## src/rtl/blk64_pkg.sv

```systemverilog
package blk64_pkg;

    localparam int XLEN       = 64;
    localparam int LANES      = 8;
    localparam int RIDX_W     = 5;
    localparam int SP_AL_BITS = 4;
    localparam int ST_AL_BITS = 6;

    typedef enum logic [1:0] {
        FLT_NONE    = 2'd0,
        FLT_UNDEF   = 2'd1,
        FLT_SPALIGN = 2'd2,
        FLT_ALIGN   = 2'd3
    } fault_e;

    typedef enum logic [1:0] {
        ST_IDLE,
        ST_READ,
        ST_FAULT,
        ST_SEND
    } state_e;

    typedef struct packed {
        logic [RIDX_W-1:0] rt;
        logic [RIDX_W-1:0] rn;
        logic              be;
    } cmd_s;

    function automatic logic [XLEN-1:0] swap_bytes(input logic [XLEN-1:0] v);
        logic [XLEN-1:0] r;
        for (int b = 0; b < XLEN / 8; b++) begin
            r[8*b +: 8] = v[XLEN - 8*(b+1) +: 8];
        end
        return r;
    endfunction

endpackage

```

## src/rtl/blk64_legal_chk.sv

```systemverilog
module blk64_legal_chk
    import blk64_pkg::*;
#(
    parameter int IDX_W   = RIDX_W,
    parameter int DW      = XLEN,
    parameter int SP_BITS = SP_AL_BITS
) (
    input  logic             feat_en,
    input  logic [IDX_W-1:0] rt,
    input  logic [IDX_W-1:0] rn,
    input  logic [DW-1:0]    sp,
    output fault_e           pre_fault
);
    logic rt_bad;
    logic sp_bad;

    always_comb begin
        rt_bad = (rt[IDX_W-1:IDX_W-2] == 2'b11) || rt[0];
        sp_bad = (rn == {IDX_W{1'b1}}) && (sp[SP_BITS-1:0] != '0);
        if (!feat_en || rt_bad) begin
            pre_fault = FLT_UNDEF;
        end else if (sp_bad) begin
            pre_fault = FLT_SPALIGN;
        end else begin
            pre_fault = FLT_NONE;
        end
    end
endmodule

```

## src/rtl/blk64_seq.sv

```systemverilog
module blk64_seq
    import blk64_pkg::*;
#(
    parameter int NLANE = LANES,
    localparam int CW   = $clog2(NLANE + 1)
) (
    input  logic          clk,
    input  logic          rst,
    input  logic          cmd_fire,
    input  fault_e        pre_fault,
    input  logic          rn_is_sp,
    input  logic          addr_aligned,
    input  logic          req_ready,
    output logic          idle,
    output logic          rd_en,
    output logic [CW-1:0] idx,
    output logic          at_base,
    output logic          lane_wr,
    output logic          base_wr,
    output logic          req_valid,
    output logic          fault_valid,
    output fault_e        fault_code
);
    localparam logic [CW-1:0] LAST_LANE = CW'(NLANE - 1);
    localparam logic [CW-1:0] BASE_SLOT = CW'(NLANE);

    state_e        state_q;
    logic [CW-1:0] idx_q;
    fault_e        fcode_q;
    logic          decide;

    always_comb begin
        idle        = (state_q == ST_IDLE);
        rd_en       = (state_q == ST_READ);
        at_base     = (idx_q == BASE_SLOT);
        lane_wr     = rd_en && !at_base;
        base_wr     = rd_en && at_base;
        decide      = rd_en && (at_base || ((idx_q == LAST_LANE) && rn_is_sp));
        req_valid   = (state_q == ST_SEND);
        fault_valid = (state_q == ST_FAULT);
        fault_code  = fault_valid ? fcode_q : FLT_NONE;
        idx         = idx_q;
    end

    always_ff @(posedge clk) begin
        if (rst) begin
            state_q <= ST_IDLE;
            idx_q   <= '0;
            fcode_q <= FLT_NONE;
        end else begin
            case (state_q)
                ST_IDLE: begin
                    if (cmd_fire) begin
                        idx_q <= '0;
                        if (pre_fault != FLT_NONE) begin
                            fcode_q <= pre_fault;
                            state_q <= ST_FAULT;
                        end else begin
                            state_q <= ST_READ;
                        end
                    end
                end
                ST_READ: begin
                    if (decide) begin
                        if (addr_aligned) begin
                            state_q <= ST_SEND;
                        end else begin
                            fcode_q <= FLT_ALIGN;
                            state_q <= ST_FAULT;
                        end
                    end else begin
                        idx_q <= idx_q + 1'b1;
                    end
                end
                ST_FAULT: state_q <= ST_IDLE;
                ST_SEND: begin
                    if (req_ready) state_q <= ST_IDLE;
                end
                default: state_q <= ST_IDLE;
            endcase
        end
    end
endmodule

```

## src/rtl/blk64_pack.sv

```systemverilog
module blk64_pack
    import blk64_pkg::*;
#(
    parameter int DW    = XLEN,
    parameter int NLANE = LANES,
    localparam int LW   = $clog2(NLANE)
) (
    input  logic                clk,
    input  logic                rst,
    input  logic                wr_en,
    input  logic [LW-1:0]       wr_lane,
    input  logic                be,
    input  logic [DW-1:0]       din,
    output logic [DW*NLANE-1:0] payload
);
    logic [DW-1:0] lane_in;

    always_comb lane_in = be ? swap_bytes(din) : din;

    for (genvar g = 0; g < NLANE; g++) begin : g_lane
        logic [DW-1:0] lane_q;
        always_ff @(posedge clk) begin
            if (rst) begin
                lane_q <= '0;
            end else if (wr_en && (wr_lane == LW'(g))) begin
                lane_q <= lane_in;
            end
        end
        assign payload[DW*g +: DW] = lane_q;
    end
endmodule

```

## src/rtl/blk64_store_builder.sv

```systemverilog
module blk64_store_builder
    import blk64_pkg::*;
#(
    parameter int DW    = XLEN,
    parameter int NLANE = LANES,
    parameter int IDX_W = RIDX_W,
    parameter int ALIGN = ST_AL_BITS
) (
    input  logic                clk,
    input  logic                rst,
    input  logic                cmd_valid,
    output logic                cmd_ready,
    input  logic [IDX_W-1:0]    cmd_rt,
    input  logic [IDX_W-1:0]    cmd_rn,
    input  logic                feat_en,
    input  logic                big_endian,
    input  logic [DW-1:0]       sp_value,
    output logic                rf_rd_en,
    output logic [IDX_W-1:0]    rf_addr,
    input  logic [DW-1:0]       rf_data,
    output logic                req_valid,
    input  logic                req_ready,
    output logic [DW-1:0]       req_addr,
    output logic [DW*NLANE-1:0] req_data,
    output logic                req_tagchk,
    output logic                fault_valid,
    output logic [1:0]          fault_code
);
    localparam int CW = $clog2(NLANE + 1);
    localparam int LW = $clog2(NLANE);
    localparam logic [IDX_W-1:0] SP_IDX = {IDX_W{1'b1}};

    cmd_s          cmd_q;
    logic [DW-1:0] addr_q;
    logic          cmd_fire;
    fault_e        pre_fault;
    fault_e        fcode;
    logic          idle;
    logic [CW-1:0] idx;
    logic          at_base;
    logic          lane_wr;
    logic          base_wr;
    logic          rn_is_sp;
    logic [DW-1:0] addr_src;
    logic          addr_aligned;

    assign cmd_fire = cmd_valid && idle;
    assign cmd_ready = idle;

    blk64_legal_chk #(.IDX_W(IDX_W), .DW(DW), .SP_BITS(SP_AL_BITS)) u_legal (
        .feat_en   (feat_en),
        .rt        (cmd_rt),
        .rn        (cmd_rn),
        .sp        (sp_value),
        .pre_fault (pre_fault)
    );

    always_ff @(posedge clk) begin
        if (rst) begin
            cmd_q  <= '0;
            addr_q <= '0;
        end else begin
            if (cmd_fire) begin
                cmd_q.rt <= cmd_rt;
                cmd_q.rn <= cmd_rn;
                cmd_q.be <= big_endian;
                addr_q   <= sp_value;
            end else if (base_wr) begin
                addr_q <= rf_data;
            end
        end
    end

    always_comb begin
        rn_is_sp     = (cmd_q.rn == SP_IDX);
        addr_src     = at_base ? rf_data : addr_q;
        addr_aligned = (addr_src[ALIGN-1:0] == '0);
        rf_addr      = at_base ? cmd_q.rn : cmd_q.rt + IDX_W'(idx);
    end

    blk64_seq #(.NLANE(NLANE)) u_seq (
        .clk          (clk),
        .rst          (rst),
        .cmd_fire     (cmd_fire),
        .pre_fault    (pre_fault),
        .rn_is_sp     (rn_is_sp),
        .addr_aligned (addr_aligned),
        .req_ready    (req_ready),
        .idle         (idle),
        .rd_en        (rf_rd_en),
        .idx          (idx),
        .at_base      (at_base),
        .lane_wr      (lane_wr),
        .base_wr      (base_wr),
        .req_valid    (req_valid),
        .fault_valid  (fault_valid),
        .fault_code   (fcode)
    );

    blk64_pack #(.DW(DW), .NLANE(NLANE)) u_pack (
        .clk     (clk),
        .rst     (rst),
        .wr_en   (lane_wr),
        .wr_lane (idx[LW-1:0]),
        .be      (cmd_q.be),
        .din     (rf_data),
        .payload (req_data)
    );

    assign req_addr   = addr_q;
    assign req_tagchk = !rn_is_sp;
    assign fault_code = fcode;
endmodule

```

## config.mk

```make
export PLATFORM = sky130hd
export DESIGN_NAME = blk64_store_builder
export DESIGN_NICKNAME = d
export VERILOG_FILES = /design/src/rtl/blk64_pkg.sv /design/src/rtl/blk64_legal_chk.sv /design/src/rtl/blk64_seq.sv /design/src/rtl/blk64_pack.sv /design/src/rtl/blk64_store_builder.sv
export SDC_FILE = /design/constraint.sdc
export NUM_CORES = 1
export LEC_CHECK = 0
export ABC_AREA = 1
export BUFFER_PORTS_ARGS = -buffer_cell sky130_fd_sc_hd__buf_2
export CORE_AREA = 3 3 287 289
export DETAILED_ROUTE_END_ITERATION = 10
export DIE_AREA = 0 0 290 292
export PLACE_DENSITY_LB_ADDON = 0.08
export SETUP_SLACK_MARGIN = 0.4
export SKIP_CTS_REPAIR_TIMING = 1
export SYNTH_ARGS = -nofsm -noshare
export SYNTH_HDL_FRONTEND = slang
export SYNTH_SLANG_ARGS = --single-unit
```

## constraint.sdc

```tcl
create_clock -name clk -period 1.9 [get_ports clk]
set_input_delay 0.475 -clock clk [delete_from_list [all_inputs] [get_ports clk]]
set_output_delay 0.475 -clock clk [all_outputs]
set_load 0.02 [all_outputs]
```

[Word-level counts from Yosys, hierarchy flattened]
Index checks and enable logic that the tools add are counted.
Cells by class
  add/sub/neg operators: 2
  reductions and logical operators: 30
  multiplexer cells: 22
  eq/ne operators: 21
Operator list (count)
  two-way mux 64 bit: 3
  two-way mux 2 bit: 11
  logical AND 1 bit: 14
  == test 3 bit, second input constant: 4
  == test 5 bit, second input constant: 2
  two-way mux 4 bit: 2
  one-hot mux 2 bit (4 select lines): 1
  one-hot mux 4 bit (2 select lines): 1
  == test 2 bit, second input constant: 3
  == test 3 x 2 -> 1 bit, second input constant: 2
  zero test 6 bit: 1
  two-way mux 6 bit: 1
  inequality test 2 x 1 -> 1 bit, second input constant: 3
  inequality test 2 bit, second input constant: 3
  AND reduction 3 bit: 2
  nonzero test 2 bit: 3
  adder 5 x 4 -> 5 bit: 1
  two-way mux 5 bit: 1
  AND reduction 5 bit: 1
  adder 4 x 1 -> 4 bit, second input constant: 1
  == test 4 x 3 -> 1 bit, second input constant: 1
  == test 4 bit, second input constant: 1
  one-hot mux 2 bit (2 select lines): 1
  nonzero test 4 bit: 1
  7 further kinds: 11
Storage, ports and cells
  output and inout bits: 588
  input port bits: 144
  logic and storage cells: 90
  bits in registers: 595

[Depth between registers and ports, before layout]
Gate-level depths: netlist (run 1).
  word-level depth: 8
  depth in mapped cells: 11
  depth with buffers taken out: 11

[Hierarchy]
A second synthesis (run 1) with hierarchy kept.
Second synthesis, totals
  cell total of the unflattened synthesis: 3578
  area, all modules: 24163.2 µm²
By module, submodules not included
  blk64_pack: area an instance 20130.6 µm², cells an instance 3016, times used 1
  blk64_store_builder: area an instance 3395.8 µm², cells an instance 455, times used 1
  blk64_seq: area an instance 574.3 µm², cells an instance 92, times used 1
  blk64_legal_chk: area an instance 62.6 µm², cells an instance 15, times used 1

[Worst setup path before layout (run 1)]
OpenSTA, ideal clock, no wires.
  kind: flip-flop to output port
  start point: register u_seq.idx_q[0] (netlist: u_seq.idx[0])
  end point: output rf_addr[4]
  data required time: 1.425 ns
  path slack: -0.320 ns
  arrival: 1.745 ns
  buffers on the path: 0
  stages on the path, launching flop included: 7
  cells stage by stage: dfxtp_1 > ha_1 > inv_1 > fa_1 > o21ai_0 > xnor2_1 > o21ai_0
Between the ends
  longest elaborated chain between the ends: 2
  elaborated cells on any way between the ends: 3
  those cells by class: add/sub: 1; eq/ne: 1; mux: 1
Ends and longest elaborated chain
  from (decl): RTL line blk64_seq.sv:28  | logic [CW-1:0] idx_q;
  from (signal assigned): RTL line blk64_seq.sv:72  | idx_q <= idx_q + 1'b1;
  adder 5 x 4 -> 5 bit or == test 4 bit (tied branches): RTL line blk64_store_builder.sv:78, blk64_seq.sv:35
  two-way mux 5 bit (*): RTL line blk64_store_builder.sv:78  | rf_addr = at_base ? cmd_q.rn : cmd_q.rt + IDX_W'(idx);
  to (decl): RTL line blk64_store_builder.sv:19  | output logic [IDX_W-1:0] rf_addr,
Every way passes the cells marked *; elsewhere a longest branch is shown, timed or not.

[Worst setup path in the final report (run 1)]
  start point: register cmd_q[6] (netlist name)
  end point: output rf_addr[4]
Between the ends
  longest elaborated chain between the ends: 2
Ends and longest elaborated chain
  from (decl): RTL line blk64_store_builder.sv:33  | cmd_s cmd_q;
  adder 5 x 4 -> 5 bit: RTL line blk64_store_builder.sv:78
  two-way mux 5 bit: RTL line blk64_store_builder.sv:78
Every way passes these cells.

==> results of run 1 <==
state kept, by name, indices dropped and copies added (netlist names):
name,flops
cmd_q,11
req_addr,64
u_pack.g_lane.lane_q,512
u_seq.fcode_q,2
u_seq.idx,4
u_seq.state_q,2
logic make-up after synthesis:
kind of cell	synth area share
compound gates	0.229
flops	0.521
simple gates	0.130
xor+xnor	0.00115
fa+ha+maj	0.00635
buf+inv	0.112
final timing paths:
path	start	endpoint	cells after the start
max	cmd_q[6]	rf_addr[4]	7
min	big_endian	cmd_q[0]	3
max reg2reg	u_seq.idx[0]	req_addr[48]	12
min reg2reg	u_pack.g_lane[1].lane_q[42]	u_pack.g_lane[1].lane_q[42]	2
metrics by stage:
step           utilization  setup TNS (ps)  instance area (µm²)  instances
4_1_cts              0.389           -4000                31200       4818
6_report             0.422           -4870                33800       4931
3_5_place_dp         0.360               0                28800       4694
2_1_floorplan            -               0                23000       2964
5_1_grt              0.421          -10610                33800       4925
3_3_place_gp         0.360               0                28800       4694
worst max-delay path, stage by stage (launching register included):
cell	delay [ps]
dfxtp_2	350
ha_4	140
inv_2	30
fa_2	360
o21ai_2	140
xnor2_1	90
o21ai_2	150
buf_6	140
cells in the mapped netlist:
cell type and instances:
nand3b_1 1, nand3_1 229, nand4_1 1, a31oi_1 64
nand3_2 1, inv_1 374, nor3_1 4, dfxtp_1 595
fa_1 1, nor2_1 73, buf_6 10, buf_4 24
buf_2 54, xnor2_1 2, nand2_1 394, o22ai_1 1
and2_1 2, buf_1 5, nor2_2 4, xor2_1 1
inv_2 4, a21oi_1 553, clkinv_1 1, ha_1 10
o21ai_1 150, clkbuf_1 146, o21ai_0 260
area by class of cell:
type                       count  area share
clock buffer                 107      0.0638
tap                         1060      0.0392
clock inverter                17     0.00518
timing repair buffer        1004       0.218
timing repair inverter         1    0.000333
multi-input combinational   1752       0.275
sequential                   595       0.353
inverter                     379      0.0436
antenna                       16     0.00118
routing by layer:
layer / routed length [µm] / global-route usage / up-vias
met3: 8230 / 0.0682 / 143
met2: 58900 / 0.414 / 753
li1: - / - / 11500
met1: 51600 / 0.315 / 11200
met5: 106 / 0 / -
met4: 2290 / 0.0627 / 16
report_power, final:
part / internal (mW) / switching (mW)
Clock: 8.01 / 5.77
Combinational: 1.76 / 3.34
Sequential: 12.8 / 0.219
==> impl_metrics.ini, run 1 <==
[timing]
whs_ps = 102
final.period_utilization = 1.31
hold_viol = 0
slew_headroom = 0.680
worstMarginPinSlew_ps = 480
max_freq_ghz = 0.401
rsz0062_at_grt = true
worst_slack_ps = -593
maxSlewViolCount = 0
setup_viol = 46
layout_min_cycle_time_ps = 2490
fin_skew_ps = 24.0

[logic_synthesis]
syn_nets = 3119
syn_inst = 2964
synth_top_area_frac = 0.521
synthDistinctLibCells = 27
yosysWarnings = 0
ys_seq_elements = 595
seq_area_frac_synth = 0.521
synth_area_leaders = dfxtp_1, a21oi_1, nand2_1
yosys.area.top_type = dfxtp_1
synth.avg_cell_area_um2 = 7.71
syn_area_um2 = 22800

[routing]
post-route-drc-count = 0
drt_wl_total_um = 121000
routedWlPerCell_um = 24.6
ant_nets = 0
drt_iter0_markers = 1578
viasPerCell = 4.80
vias = 23600
dr.pass1.iters = 5

[clock_network]
cts_buffers = 72
tritoncts = yes
root_buffer = clkbuf_16
cts.htree.levels = 3
clockBufferDepth = 3
clk_pin_slew_worst_paths_ps = 60
cts_sinks = 595
clock_latency_ps = 620

[critical_path]
reg2reg_slack_ps = -110
start_kind = flop
arrival_ps = 2020
critical_path.max_fanout = 2
required_ps = 1420
critPathKind = flop to primary output
end_kind = primary output

[finish]
regArea_um2 = 11900
layout_common_cells = buf_2, dfxtp_1, a21oi_1, inv_1, nand2_1
final_common_cell = buf_2
nFillCells = 8389
multi_input_area_um2 = 9300
area_growth_pct = 48.0
nNetsFinal = 3960
drive_gt1_frac = 0.337

[power_and_ir_drop]
max-vdd-ir-drop_v = 0.000632
pwr_density_cell_nw_per_um2 = 943
power_mw = 31.9
power.leakage_nw = 14.3

[floorplanning]
rows = 104
fp.dieW_um = 290
ioPinCount = 732
coreArea_um2 = 80200
dieHeight_um = 292
start_util = 0.285
die-area_um2 = 84700

[placement]
io_buffers = 731
place_congestion = 0.824
dpl_worst_slack_ps = 21.3
dp_hpwl_um = 80300

[grt]
overflow = 0
grt_use_total = 0.247
antenna_found_initial = 26
grt_pass1_vias = 21500
grt_max_degree = 72
grt_pass1_wl_um = 157000

[run_status]
violations = setup timing
status = complete, but fails checks

[hold_path]
hold_class = input port to flop

[flow_run]
maxCapViolations = 0
(Power assumes the default switching activity.)
==> inputs of run 2 (changes only) <==
- ABC_AREA: 1 -> not set
- CORE_AREA: 3 3 287 289 -> 3 3 281 283
- DIE_AREA: 0 0 290 292 -> 0 0 284 286
==> run 2 against run 1 <==
  * The run still ends with setup timing left
  * Highest routed layer unchanged
  * Register-to-register slack worse by 210 ps
  * Largest cell class unchanged
  * Wire length is 8.6% lower
  * Via count is 11% lower
  * Cell count is 14% lower
  * Sequential power is 3% higher
==> impl_metrics.ini, run 2 <==
[timing]
maxSlewViolCount = 0
layout_min_cycle_time_ps = 2660
max_freq_ghz = 0.377
worst_slack_ps = -756
final.period_utilization = 1.40
worstMarginPinSlew_ps = 1020
hold_viol = 0
whs_ps = 116
setup_viol = 467
slew_headroom = 0.300
rsz0062_at_grt = true
setup_tns_ps = -64010
fin_skew_ps = 15.9

[placement]
dpl_worst_slack_ps = -335
io_buffers = 731
dpl.cell_count = 3969
place_area_um2 = 27700
place_congestion = 0.865
dp_hpwl_um = 72100

[routing]
routedWlPerCell_um = 26.2
drt_wl_total_um = 111000
ant_nets = 0
drt_iter0_markers = 1069
vias = 21000
dr.pass1.iters = 4
post-route-drc-count = 0
viasPerCell = 4.98

[run_status]
violations = setup timing
status = complete, but fails checks

[critical_path]
critical_path.max_fanout = 2
start_kind = flop
arrival_ps = 2180
critPathKind = flop to primary output
end_kind = primary output
required_ps = 1420
reg2reg_slack_ps = -320

[grt]
overflow = 0
grt_max_degree = 86
grt_pass1_vias = 19700
grt_pass1_wl_um = 137000
antenna_found_initial = 12
grt_use_total = 0.226

[logic_synthesis]
synth.avg_cell_area_um2 = 9.63
seq_area_frac_synth = 0.557
synth_top_area_frac = 0.557
syn_area_um2 = 21400
syn_nets = 2377
synth_edf_count = 0
ys_seq_elements = 595
synthDistinctLibCells = 44
yosysWarnings = 0
synth-async-reset-ratio = 0
synth_flop_cell = dfxtp_1
yosys.area.top_type = dfxtp_1
syn_inst = 2222
yosysMostFrequentCell = dfxtp_1
synth_area_leaders = dfxtp_1, a211oi_1, nor2_1
synthTopCellsByCount = dfxtp_1, nor2_1, a211oi_1, clkbuf_1, mux2i_1

[finish]
layout_common_cells = buf_2, dfxtp_1, nor2_1, a211oi_1, buf_4
regMostFlops = u_pack.g_lane.lane_q
nNetsFinal = 3279
drive_gt1_frac = 0.433
postLayoutCellArea_um2 = 33100
final_util = 0.429
nFillCells = 7620
final_common_cell = buf_2
area_growth_pct = 54.5
fin_cells = 4223
largest_reg_flops = 512

[floorplanning]
rows = 102
dieHeight_um = 286
start_util = 0.278
die-area_um2 = 81200
coreArea_um2 = 77000
ioPinCount = 732
fp.dieW_um = 284

[hold_path]
hold_class = input port to flop

[clock_network]
cts_sinks = 595
tritoncts = yes
cts.htree.levels = 3
clockBufferDepth = 3
clock_latency_ps = 610
root_buffer = clkbuf_16
cts_buffers = 70
clk_pin_slew_worst_paths_ps = 60

[power_and_ir_drop]
power_mw = 32.1
pwr_density_cell_nw_per_um2 = 972
power.leakage_nw = 13.5
max-vdd-ir-drop_v = 0.000579

[flow_run]
maxCapViolations = 0
==> run 2: worst max-delay path, cell delays in order, from the launching register on <==
cell     delay [ps]
dfxtp_2         350
ha_4            140
inv_2            40
fa_2            330
buf_4           140
buf_6           100
xor2_1          160
a21oi_2         170
buf_6           140
==> run 2: path summary, 6_finish.rpt <==
kind,start,to,depth (start not counted)
hold / removal,cmd_rt[2],cmd_q[8],3
setup / recovery,cmd_q[6],rf_addr[2],8
setup reg to reg,u_seq.idx[0],u_seq.fcode_q[1],11
hold reg to reg,cmd_q[10],cmd_q[10],2
==> run 2: metal layers <==
metal  GRT usage  share of wire
met1       0.248           0.39
met2       0.400           0.50
met3      0.0645          0.069
met4       0.110          0.041
met5           0        0.00046
==> run 2: layout make-up <==
class,count,area (µm²),area share
clock inverters,17,235,0.00712
diodes,6,15.0,0.000454
multi-input cells,1406,9600,0.290
inverters,12,65.1,0.00197
repair buffers,1039,7860,0.238
clock buffers,108,2050,0.0619
flip-flops and latches,595,11900,0.361
well taps,1040,1300,0.0394
==> run 2: logic make-up after synthesis <==
logic type | Yosys count | share of synthesized area
xor gates and xnor gates | 4 | 0.00164
and+or+nand+nor | 656 | 0.120
AOI/OAI and AO/OA | 604 | 0.211
DFF | 595 | 0.557
adders and majority gates | 11 | 0.00678
buffers and inverters | 222 | 0.0431
muxes | 130 | 0.0609
==> run 2: power breakdown <==
part	switching [mW]	internal, mW	total [mW]	leakage [nW]
Clock	5.60	7.88	13.5	1.11
Combinational	3.24	2.03	5.27	7.55
Sequential	0.359	13.0	13.4	4.82
Total	9.20	22.9	32.1	13.5
